`config.mk`:
```
export PLATFORM = sky130hd
export DESIGN_NAME = cmdSlotScanner
export DESIGN_NICKNAME = d
export VERILOG_FILES = /design/src/rtl/scanPkg.sv /design/src/rtl/scanCtl.sv /design/src/rtl/scanData.sv /design/src/rtl/cmdSlotScanner.sv
export SDC_FILE = /design/constraint.sdc
export NUM_CORES = 1
export LEC_CHECK = 0
export BUFFER_PORTS_ARGS = -buffer_cell sky130_fd_sc_hd__buf_2
export CORE_AREA = 3 3 177 179
export DETAILED_ROUTE_END_ITERATION = 16
export DIE_AREA = 0 0 180 182
export PLACE_DENSITY = 0.74
export SLEW_MARGIN = 0
export SYNTH_ARGS = -nofsm -noshare
export SYNTH_HDL_FRONTEND = slang
export SYNTH_HIERARCHICAL = 1
export SYNTH_SLANG_ARGS = --single-unit
```
`constraint.sdc`:
```
create_clock -name clk -period 3.6 [get_ports clk]
set_clock_uncertainty 0.1 [all_clocks]
set_input_delay 0.36 -clock clk [delete_from_list [all_inputs] [get_ports clk]]
set_output_delay 0.36 -clock clk [all_outputs]
set_load 0.01 [all_outputs]
```
`src/rtl/scanPkg.sv`:
```
package scanPkg;
  localparam int WORD_W   = 32;
  localparam int DONE_BIT = 2;
  localparam int ERR_BIT  = 30;

  localparam logic [7:0] FRAME_TYPE_CMD = 8'h27;
  localparam logic [7:0] OP_IDENTIFY    = 8'hEC;
  localparam logic [7:0] OP_SETFEAT     = 8'hEF;
  localparam logic [7:0] OP_DMA_RD      = 8'hC8;
  localparam logic [7:0] OP_DMA_WR      = 8'hCA;

  typedef struct packed {
    logic loadSlot;
    logic memReq;
    logic capture;
    logic loadTask;
    logic setDone;
    logic setErr;
    logic clearSlot;
  } scanStrobes_t;

  typedef enum logic [1:0] {
    FRAME_OK     = 2'd0,
    FRAME_NONCMD = 2'd1,
    FRAME_BAD    = 2'd2
  } frameKind_t;
endpackage

```
`src/rtl/scanCtl.sv`:
```
module scanCtl
  import scanPkg::*;
#(
  parameter int DELAY_CYCLES = 1000
) (
  input  logic         clk,
  input  logic         rstN,
  input  logic         portStart,
  input  logic         issueWr,
  input  logic         cmdWr,
  input  logic         anyIssue,
  input  logic         hdrShort,
  input  frameKind_t   frameKind,
  input  logic         rspValid,
  input  logic         taskDone,
  output scanStrobes_t stb,
  output logic [2:0]   wordIdx
);
  localparam int DLY_W = $clog2(DELAY_CYCLES + 1);
  localparam logic [DLY_W-1:0] DLY_LOAD = DLY_W'(DELAY_CYCLES - 1);
  localparam logic [2:0] LAST_WORD = 3'd5;

  typedef enum logic [2:0] {
    S_IDLE, S_WAIT, S_SCAN, S_REQ, S_RSP, S_DECIDE, S_TASK
  } state_t;

  state_t stateQ, stateD;
  logic [DLY_W-1:0] dlyQ, dlyD;
  logic [2:0] idxD;
  logic trig;

  assign trig = (issueWr | cmdWr) & portStart;

  always_comb begin
    stateD = stateQ;
    dlyD   = dlyQ;
    idxD   = wordIdx;
    stb    = '0;
    unique case (stateQ)
      S_IDLE: if (trig) begin stateD = S_WAIT; dlyD = DLY_LOAD; end
      S_WAIT: begin
        if (trig) dlyD = DLY_LOAD;
        else if (dlyQ == '0) stateD = S_SCAN;
        else dlyD = dlyQ - 1'b1;
      end
      S_SCAN: begin
        if (anyIssue) begin
          stb.loadSlot = 1'b1;
          idxD = 3'd0;
          stateD = S_REQ;
        end else if (trig) begin
          stateD = S_WAIT;
          dlyD = DLY_LOAD;
        end else begin
          stateD = S_IDLE;
        end
      end
      S_REQ: begin
        stb.memReq = 1'b1;
        stateD = S_RSP;
      end
      S_RSP: if (rspValid) begin
        stb.capture = 1'b1;
        if (wordIdx == 3'd1 && hdrShort) begin
          stb.setErr = 1'b1;
          stb.clearSlot = 1'b1;
          stateD = S_SCAN;
        end else if (wordIdx == LAST_WORD) begin
          stateD = S_DECIDE;
        end else begin
          idxD = wordIdx + 3'd1;
          stateD = S_REQ;
        end
      end
      S_DECIDE: begin
        unique case (frameKind)
          FRAME_OK: begin stb.loadTask = 1'b1; stateD = S_TASK; end
          FRAME_NONCMD: begin stb.clearSlot = 1'b1; stateD = S_SCAN; end
          default: begin
            stb.setErr = 1'b1;
            stb.clearSlot = 1'b1;
            stateD = S_SCAN;
          end
        endcase
      end
      S_TASK: if (taskDone) begin
        stb.setDone = 1'b1;
        stb.clearSlot = 1'b1;
        stateD = S_SCAN;
      end
      default: stateD = S_IDLE;
    endcase
  end

  always_ff @(posedge clk) begin
    if (!rstN) begin
      stateQ  <= S_IDLE;
      dlyQ    <= '0;
      wordIdx <= '0;
    end else begin
      stateQ  <= stateD;
      dlyQ    <= dlyD;
      wordIdx <= idxD;
    end
  end

  // a request is never followed directly by another one
  assert_single_outstanding_R3: assert property (@(posedge clk) disable iff (!rstN)
    stb.memReq |=> !stb.memReq);

  // no request while the start delay is still running
  assert_no_early_req_R2: assert property (@(posedge clk) disable iff (!rstN)
    (stateQ == S_WAIT) |=> !stb.memReq);
endmodule

```
`src/rtl/scanData.sv`:
```
module scanData
  import scanPkg::*;
#(
  parameter int SLOTS  = 32,
  parameter int SLOT_W = $clog2(SLOTS)
) (
  input  logic               clk,
  input  logic               rstN,
  input  scanStrobes_t       stb,
  input  logic [2:0]         wordIdx,
  input  logic               issueWr,
  input  logic [SLOTS-1:0]   issueData,
  input  logic [WORD_W-1:0]  listBase,
  input  logic [WORD_W-1:0]  rspData,
  input  logic               taskDone,
  input  logic               irqClrWr,
  input  logic [WORD_W-1:0]  irqClrData,
  output logic               anyIssue,
  output logic               hdrShort,
  output frameKind_t         frameKind,
  output logic [WORD_W-1:0]  memReqAddr,
  output logic [SLOTS-1:0]   issueBits,
  output logic               taskValid,
  output logic [SLOT_W-1:0]  taskSlot,
  output logic [7:0]         taskOp,
  output logic [47:0]        taskLba,
  output logic [15:0]        taskCount,
  output logic [WORD_W-1:0]  taskSgBase,
  output logic [15:0]        taskEntries,
  output logic [WORD_W-1:0]  irqStat
);
  localparam int HDR_SHIFT = 5;
  localparam logic [WORD_W-1:0] SG_OFFSET = WORD_W'(32'h80);
  localparam logic [4:0] MIN_FRAME_WORDS = 5'd4;
  localparam logic [15:0] ZERO_COUNT_SECTORS = 16'd256;

  logic [SLOTS-1:0]  issueQ;
  logic [SLOT_W-1:0] slotQ, pick;
  logic [WORD_W-1:0] hdrW0, hdrW2;
  logic [WORD_W-1:0] frameW [4];
  logic doneQ, errQ;

  logic [7:0]  fType, fFlags, fOp;
  logic [15:0] rawCount;
  logic        opOk;

  always_comb begin
    pick = '0;
    for (int i = SLOTS - 1; i >= 0; i--)
      if (issueQ[i]) pick = SLOT_W'(i);
  end

  assign anyIssue = |issueQ;
  assign hdrShort = hdrW0[4:0] < MIN_FRAME_WORDS;

  assign fType    = frameW[0][7:0];
  assign fFlags   = frameW[0][15:8];
  assign fOp      = frameW[0][23:16];
  assign rawCount = frameW[3][15:0];

  always_comb begin
    unique case (fOp)
      OP_IDENTIFY, OP_SETFEAT, OP_DMA_RD, OP_DMA_WR: opOk = 1'b1;
      default: opOk = 1'b0;
    endcase
    if (fType != FRAME_TYPE_CMD) frameKind = FRAME_BAD;
    else if (!fFlags[7])         frameKind = FRAME_NONCMD;
    else if (!opOk)              frameKind = FRAME_BAD;
    else                         frameKind = FRAME_OK;
  end

  always_comb begin
    if (wordIdx < 3'd2)
      memReqAddr = listBase + (WORD_W'(slotQ) << HDR_SHIFT)
                 + ((wordIdx == 3'd1) ? WORD_W'(8) : WORD_W'(0));
    else
      memReqAddr = hdrW2 + WORD_W'({wordIdx - 3'd2, 2'b00});
  end

  always_ff @(posedge clk) begin
    if (!rstN) begin
      issueQ      <= '0;
      slotQ       <= '0;
      hdrW0       <= '0;
      hdrW2       <= '0;
      for (int k = 0; k < 4; k++) frameW[k] <= '0;
      taskValid   <= 1'b0;
      taskSlot    <= '0;
      taskOp      <= '0;
      taskLba     <= '0;
      taskCount   <= '0;
      taskSgBase  <= '0;
      taskEntries <= '0;
      doneQ       <= 1'b0;
      errQ        <= 1'b0;
    end else begin
      issueQ <= (issueQ & ~(stb.clearSlot ? (SLOTS'(1) << slotQ) : '0))
              | (issueWr ? issueData : '0);
      if (stb.loadSlot) slotQ <= pick;
      if (stb.capture) begin
        unique case (wordIdx)
          3'd0: hdrW0 <= rspData;
          3'd1: hdrW2 <= rspData;
          3'd2: frameW[0] <= rspData;
          3'd3: frameW[1] <= rspData;
          3'd4: frameW[2] <= rspData;
          default: frameW[3] <= rspData;
        endcase
      end
      if (stb.loadTask) begin
        taskValid   <= 1'b1;
        taskSlot    <= slotQ;
        taskOp      <= fOp;
        taskLba     <= {frameW[2][23:0], frameW[1][23:0]};
        taskCount   <= (rawCount == '0) ? ZERO_COUNT_SECTORS : rawCount;
        taskSgBase  <= hdrW2 + SG_OFFSET;
        taskEntries <= hdrW0[31:16];
      end else if (stb.setDone) begin
        taskValid <= 1'b0;
      end
      doneQ <= (doneQ & ~(irqClrWr & irqClrData[DONE_BIT])) | stb.setDone;
      errQ  <= (errQ & ~(irqClrWr & irqClrData[ERR_BIT])) | stb.setErr;
    end
  end

  assign issueBits = issueQ;

  always_comb begin
    irqStat = '0;
    irqStat[DONE_BIT] = doneQ;
    irqStat[ERR_BIT]  = errQ;
  end

  // completion only retires a task that is being presented
  assert_done_has_task_R7: assert property (@(posedge clk) disable iff (!rstN)
    stb.setDone |-> taskValid);

  // descriptor held until the data mover finishes
  assert_task_stable_R7: assert property (@(posedge clk) disable iff (!rstN)
    (taskValid && !taskDone) |=> (taskValid && $stable(taskLba) && $stable(taskSlot)));

  // a presented count is never zero
  assert_count_nonzero_R5: assert property (@(posedge clk) disable iff (!rstN)
    taskValid |-> (taskCount != '0));

  // a task is only built for a slot that is still pending
  assert_task_slot_pending_R4: assert property (@(posedge clk) disable iff (!rstN)
    stb.loadTask |-> issueQ[slotQ]);

  // requests are word aligned
  assert_req_aligned_R3: assert property (@(posedge clk) disable iff (!rstN)
    stb.memReq |-> (memReqAddr[1:0] == 2'b00));
endmodule

```
`src/rtl/cmdSlotScanner.sv`:
```
module cmdSlotScanner
  import scanPkg::*;
#(
  parameter int SLOTS        = 32,
  parameter int DELAY_CYCLES = 1000,
  parameter int SLOT_W       = $clog2(SLOTS)
) (
  input  logic               clk,
  input  logic               rstN,
  input  logic               portStart,
  input  logic               issueWr,
  input  logic [SLOTS-1:0]   issueData,
  input  logic               cmdWr,
  input  logic [31:0]        listBase,
  output logic               memReqValid,
  output logic [31:0]        memReqAddr,
  input  logic               memRspValid,
  input  logic [31:0]        memRspData,
  output logic               taskValid,
  output logic [SLOT_W-1:0]  taskSlot,
  output logic [7:0]         taskOp,
  output logic [47:0]        taskLba,
  output logic [15:0]        taskCount,
  output logic [31:0]        taskSgBase,
  output logic [15:0]        taskEntries,
  input  logic               taskDone,
  input  logic               irqClrWr,
  input  logic [31:0]        irqClrData,
  output logic [31:0]        irqStat,
  output logic [SLOTS-1:0]   issueBits
);
  scanStrobes_t stb;
  logic [2:0]   wordIdx;
  logic         anyIssue, hdrShort;
  frameKind_t   frameKind;

  scanCtl #(.DELAY_CYCLES(DELAY_CYCLES)) ctl (
    .clk(clk), .rstN(rstN), .portStart(portStart), .issueWr(issueWr),
    .cmdWr(cmdWr), .anyIssue(anyIssue), .hdrShort(hdrShort),
    .frameKind(frameKind), .rspValid(memRspValid), .taskDone(taskDone),
    .stb(stb), .wordIdx(wordIdx)
  );

  scanData #(.SLOTS(SLOTS), .SLOT_W(SLOT_W)) dp (
    .clk(clk), .rstN(rstN), .stb(stb), .wordIdx(wordIdx),
    .issueWr(issueWr), .issueData(issueData), .listBase(listBase),
    .rspData(memRspData), .taskDone(taskDone), .irqClrWr(irqClrWr),
    .irqClrData(irqClrData), .anyIssue(anyIssue), .hdrShort(hdrShort),
    .frameKind(frameKind), .memReqAddr(memReqAddr), .issueBits(issueBits),
    .taskValid(taskValid), .taskSlot(taskSlot), .taskOp(taskOp),
    .taskLba(taskLba), .taskCount(taskCount), .taskSgBase(taskSgBase),
    .taskEntries(taskEntries), .irqStat(irqStat)
  );

  assign memReqValid = stb.memReq;
endmodule

```
==> summary.txt, run 1 <==
Worst setup path
  – CP bufs+invs: 4
  – WP data required: 3140 ps
  – CP cell instances: inv_1 -> buf_4 -> ha_1 -> inv_1 -> ha_1 -> a21oi_1 -> nor2_2 -> nand4_1 -> or4_1 -> nand4_1 -> buf_2
  – Crit-path slowest cell: or4_1
  – Critical path class: reg -> out
  – R2R depth: 10
  – Critical Path End Type: output port
  – CP peak stage delay: 450 ps
  – Largest delay share family, worst path: simple AND/OR/NAND/NOR gates
  – Crit path DAT: 3070 ps
  – CP Depth: 11
  – Crit start category: flop
  – Worst Path Max Fanout: 5

Power and ir drop
  – Tot Pwr: 7.824 mW
  – Pwr Density: 439.1 nW/um^2
  – Lkg Pwr: 7.059 nW
  – Peak supply drop: 0.3841 mV

Clock tree
  – Root buf cell: clkbuf_16
  – Worst-skew pair later-pin latency: 530 ps
  – Clock Tree Buf Depth: 3
  – Htree depth: 2
  – CTS tree: done
  – Clk sinks: 313
  – Clock transition at path regs: 60 ps
  – TritonCTS buffer count: 34

Hold path
  – Worst min path class: in -> reg
  – Hold Crit Depth: 3

Synthesis
  – Mapped Area: 14550 sq um
  – Area contributors post-synth: dfxtp_1 (32%), edfxtp_1 (17%), mux2i_1 (8.0%)
  – Area leader, netlist: dfxtp_1
  – Post-synth top area share: 0.3193
  – FF+latch count, synth: 313
  – Syn avg cell area: 9.314 sq um
  – EDFF count, synth: 81
  – Main synth FF type: dfxtp_1
  – Post-synth cell types: 75
  – Mapped Cells: 1562
  – Ys async rst share: 0
  – Warning count from the yosys run: 6
  – Register area share after synthesis: 0.4865

Floorplan
  – CORE AREA: 29720 sq um
  – Die Height: 182 um
  – I/O Pins: 359
  – Starting density of the core: 0.4895
  – Row cnt: 63
  – Die ar.: 32760 sq um
  – Die W: 180 um

STA
  – Worst-Margin Slew: 1047 ps
  – Tmin final: 3529 ps
  – Final setup vio count: 0
  – Final period util: 0.9804
  – RSZ-0062 raised after global routing: true
  – Worst hold slack: 19.70 ps
  – Final Slew Violations: 0
  – Worst relative slew slack: 0.3000
  – Hold Fails Final Rpt: 0
  – FMAX: 283.3 MHz
  – Final Worst Setup Slack: 70.54 ps

Flow run
  – Max_cap viols: 0

Routing
  – Routed wire length: 42.42 mm
  – Vias per cell: 5.568
  – Routed Antenna Nets: 0
  – Drt initial violations: 868
  – DRC: 0
  – First-pass iteration count of the detailed router: 5
  – Via Count: 12720
  – Average wire per standard cell: 18.56 um

Run status
  – Outcome: complete, no violations

Final layout
  – Most frequent cells in the layout: buf_2 (298), dfxtp_1 (232), nand2_1 (193)
  – Layout area overhead: 22.50%
  – Utilization after layout: 0.5997
  – Non-filler cells, final: 2285
  – Fill cells: 2565
  – Final net count: 2020
  – Commonest non-fill, non-tap cell in the layout: buf_2
  – Layout cells sized above 1: 0.2175

Global routing
  – Largest net degree at the start of global routing: 97
  – GRT overflow: 0
  – Initial antenna violation count: 2
  – Vias in the first global route: 12120
  – GRT Total Usage: 0.2453
  – First-pass GRT wire length: 65.49 mm

Placed design
  – I/O Buffers: 298
  – HPWL Detailed: 30.39 mm
  – Pre-CTS setup slack: 478.5 ps
  – Placed insts: 2189
  – GP Congestion: 0.9062
cell type report:
class	instances	area, sq um	area share
inverter	20	80.08	0.004493
sequential	313	7077	0.3971
multi-input combinational	1137	6955	0.3903
timing repair buffer	362	2102	0.1180
clock inverter	11	151.4	0.008495
antenna	1	2.502	0.0001404
tap	390	488.0	0.02738
clock buffer	51	964.7	0.05413
cell families after synthesis:
group           synth area share
fa+ha+maj                0.01428
xor+xnor                 0.04154
other cells            0.0002578
compound gates            0.1198
flops                     0.4865
simple gates              0.2064
mux                      0.08523
buf+inv                  0.04601
power by group:
group	internal, mW	switching, mW	total [mW]
Clock	2.03	1.44	3.47
Sequential	3.68	0.0718	3.75
Combinational	0.239	0.365	0.604
state kept, by name, indices dropped and copies added (netlist names), 8 cells and up:
name and cells:
dp/taskOp 8, dp/hdrW2 32, dp/taskLba 48, dp/taskSgBase 32, dp/taskCount 16, dp/frameW 81
dp/taskEntries 16, dp/hdrW0 19, dp/issueBits 32, ctl/dlyQ 10
metal layers:
layer,wire length [um],share of wire,global-route usage,up-vias
li1,-,-,-,6047
met1,17350,0.41,0.3120,6074
met2,20850,0.49,0.4239,511
met3,2972,0.070,0.04688,90
met4,1234,0.029,0.07611,2
met5,13,0.00031,0,-
repair_timing:
| action | 4_1_cts | 5_1_grt |
|---|---|---|
| hold endpoints to repair | 33 | 0 |
| setup buffers | 0 | 1 |
| gates resized for setup | 2 | 6 |
| hold buffers | 32 | 0 |
| pin swaps | 0 | 1 |
| endpoints found under the setup margin | 2 | 9 |
tightest hold or removal path: cells and delay by family:
family / cells / cell delay [ps]
buf+inv: 1 / 120
simple gates: 1 / 50
compound gates: 1 / 50
path summary, 6_finish.rpt:
kind                            slack (ps)              end             from
worst max-delay path                    70   memReqAddr[20]   ctl/wordIdx[1]
worst min-delay path                    20     dp/hdrW0[25]   memRspData[25]
worst max register to register         520  dp/issueBits[3]  dp/frameW[0][4]
worst min register to register         350     dp/hdrW0[26]     dp/hdrW0[26]
stage by stage:
step,instance area (sq um),TNS (ps)
global route,17820,-160.5
CTS,17790,0
floorplan,14660,0
detailed placement,16350,0
global placement,16350,0
finish,17820,0
cells in the mapped netlist (all sizes together) (13+ instances only):
cell      n
nand4    19
mux2i   116
xnor2    22
and2     87
ha       15
nand3    36
a21oi   122
inv      17
dfxtp   232
or4      13
nand2b   15
nor2    154
xor2     47
a211oi   13
nand2   193
buf      54
and3     13
edfxtp   81
nor3     19
o21ai    76
clkbuf   67
nor4     18
No activity file was read; power rests on OpenSTA's default activity.
==> inputs of run 2 (changes only) <==
--- a/config.mk
+++ b/config.mk
@@ -5,11 +5,11 @@
 export SDC_FILE = /design/constraint.sdc
 export NUM_CORES = 1
 export LEC_CHECK = 0
-export BUFFER_PORTS_ARGS = -buffer_cell sky130_fd_sc_hd__buf_2
-export CORE_AREA = 3 3 177 179
+export BUFFER_PORTS_ARGS = -buffer_cell sky130_fd_sc_hd__clkbuf_2
+export CORE_AREA = 3 3 167 169
 export DETAILED_ROUTE_END_ITERATION = 16
-export DIE_AREA = 0 0 180 182
-export PLACE_DENSITY = 0.74
+export DIE_AREA = 0 0 170 172
+export PLACE_DENSITY = 0.79
 export SLEW_MARGIN = 0
 export SYNTH_ARGS = -nofsm -noshare
 export SYNTH_HDL_FRONTEND = slang
==> constraint.sdc (replaced) <==
create_clock -name clk -period 4.5 [get_ports clk]
set_clock_uncertainty 0.1 [all_clocks]
set_input_delay 0.45 -clock clk [delete_from_list [all_inputs] [get_ports clk]]
set_output_delay 0.45 -clock clk [all_outputs]
set_load 0.01 [all_outputs]
==> run 2 against run 1 <==
Against the previous run: core utilization up 4.9 points; sequential power down 20%; register-to-register slack improved by 620 ps; sequential share of layout area grew 1.1 points; routed wire length is 5.3% lower; first-iteration DRC count rose by 2.5%; flip-flop and latch count unchanged; critical endpoint is now memReqAddr[29]; highest routed layer is now met4.
==> summary.txt, run 2 (synthesis results as in run 1) <==
Power and ir drop
  – Sw Ratio: 0.2416
  – Peak supply drop: 0.2598 mV
  – Clock power frac: 0.447
  – Flop pwr share: 0.481
  – Pint: 4.738 mW
  – Lkg Pwr: 6.774 nW
  – Logic pwr share: 0.071
  – Pwr Density: 360.5 nW/um^2
  – Tot Pwr: 6.248 mW
  – P_sw: 1.510 mW

Clock tree
  – Root buf cell: clkbuf_16
  – TritonCTS buffer count: 34
  – Clk sinks: 313
  – Clock transition at path regs: 60 ps
  – Htree depth: 2
  – Hold-fix buffers, CTS: 0
  – CTS tree: done
  – Post CTS Setup Buffer Count: 0
  – Worst-skew pair later-pin latency: 530 ps
  – Post-CTS Resized: 0
  – Clock Tree Buf Depth: 3

Worst setup path
  – Worst Path Max Fanout: 9
  – Crit start category: flop
  – R2r endpoint: dp/taskOp[4]
  – Crit path DAT: 3470 ps
  – Critical Path End Type: output port
  – R2r setup slk: 1140 ps
  – Reg2reg start: dp/frameW[0][4]
  – WP data required: 3950 ps
  – CP startpoint: ctl/wordIdx[1]
  – Critical path class: reg -> out
  – CP endpoint: memReqAddr[29]
  – R2R depth: 8

Global routing
  – Largest net degree at the start of global routing: 152
  – Initial antenna violation count: 0
  – First-pass GRT wire length: 62.38 mm
  – Vias in the first global route: 11650
  – Most Used Layer, Global Route: met2
  – GRT overflow: 0
  – Met1 Use GR: 0.3458
  – GRT Total Usage: 0.2639
  – Met3 Resource Use GR: 0.04252
  – M2 GR Usage: 0.4478

Routing
  – DRC: 0
  – Average wire per standard cell: 18.35 um
  – Routed wire length: 40.17 mm
  – Routed Antenna Nets: 0
  – Vias per cell: 5.698
  – First-pass iteration count of the detailed router: 5
  – Drt initial violations: 890
  – Via Count: 12470

Placed design
  – HPWL Detailed: 28.79 mm
  – Pre-CTS setup slack: 1107 ps
  – I/O Buffers: 298
  – GP Congestion: 0.9370

STA
  – Final period util: 0.8926
  – Worst relative slew slack: 0.2004
  – FMAX: 249.0 MHz
  – Final Worst Setup Slack: 483.3 ps
  – Tmin final: 4017 ps
  – Final Slew Violations: 0
  – Final setup vio count: 0
  – Fin Setup TNS: 0 ps
  – Worst-Margin Slew: 1199 ps
  – Hold Fails Final Rpt: 0
  – RSZ-0062 raised after global routing: false

Final layout
  – Most flop-heavy register: dp/frameW
  – Commonest non-fill, non-tap cell in the layout: clkbuf_2
  – Layout cells sized above 1: 0.2165
  – Final net count: 1975
  – Utilization after layout: 0.6485
  – Largest regs: dp/frameW (81), dp/taskLba (48)
  – N_diodes: 0
  – Most frequent cells in the layout: clkbuf_2 (298), dfxtp_1 (232), nand2_1 (193)
  – Layout area overhead: 19.14%
  – Max reg flops: 81

Floorplan
  – I/O Pins: 359
  – Die ar.: 29240 sq um
  – Die W: 170 um
  – Die Height: 172 um
  – Starting density of the core: 0.5443
  – CORE AREA: 26730 sq um
  – Row cnt: 60

Hold path
  – Worst min path class: in -> reg

Flow run
  – Max_cap viols: 0

Run status
  – Outcome: complete, no violations
==> run 2: cell count changes in the layout (fill, tap and decap cells not counted), sizes merged <==
cell / delta
buf: -311
bufinv: -1
clkbuf: +293
clkinv: +5
diode: -1
dlygate4sd3: -32
==> run 2: per-stage QoR <==
step	cells	hold WS, ps	instance area [sq um]
after floorplan	1591	336.0	14660
after global routing	2189	59.85	17330
after detailed placement	2128	349.1	16170
final	2189	59.92	17330
after CTS	2189	48.23	17330
after global placement	2128	341.7	16170
==> run 2: layout make-up <==
type,instances,area [sq um]
Inverter,20,80.08
Multi-Input combinational cell,1137,6930
Timing Repair Buffer,317,1659
Clock buffer,46,985.9
Clock inverter,15,172.7
Tap cell,341,426.7
Sequential cell,313,7077
Fill cell,2202,9394
==> run 2: worst min-delay path by stage <==
stage,start,to,slack [ps],depth (start not counted)
after floorplan,dp/hdrW0[16],dp/hdrW0[16],340,2
after CTS,issueData[19],dp/issueBits[19],50,3
after detailed placement,dp/hdrW0[28],dp/hdrW0[28],350,2
after global placement,dp/hdrW0[4],dp/hdrW0[4],340,2
after global routing,memRspData[28],dp/hdrW2[28],60,3
final,issueData[16],dp/issueBits[16],60,3
==> run 2: per-layer routing <==
layer / vias up / routed length, um
met3: 98 / 2698
met4: 0 / 1517
li1: 5953 / -
met2: 497 / 19260
met1: 5924 / 16690
met5: - / 0
==> run 2: power groups by stage <==
stage	Sequential (mW)	Clock (mW)	Combinational (mW)
floorplan	3.05	0	0.279
global placement	3.06	0	0.431
detailed placement	3.07	0	0.441
CTS	3.00	2.85	0.444
global route	3.01	2.97	0.491
finish	3.01	2.80	0.446
==> run 2: worst max-delay path, cell delays in order (launching register included) <==
cell	delay [ps]
dfxtp_1	530
inv_1	200
and3_1	210
ha_1	270
ha_1	260
a211oi_1	450
o21a_1	370
nor4_1	100
mux2_1	330
o21ai_1	70
clkbuf_2	140
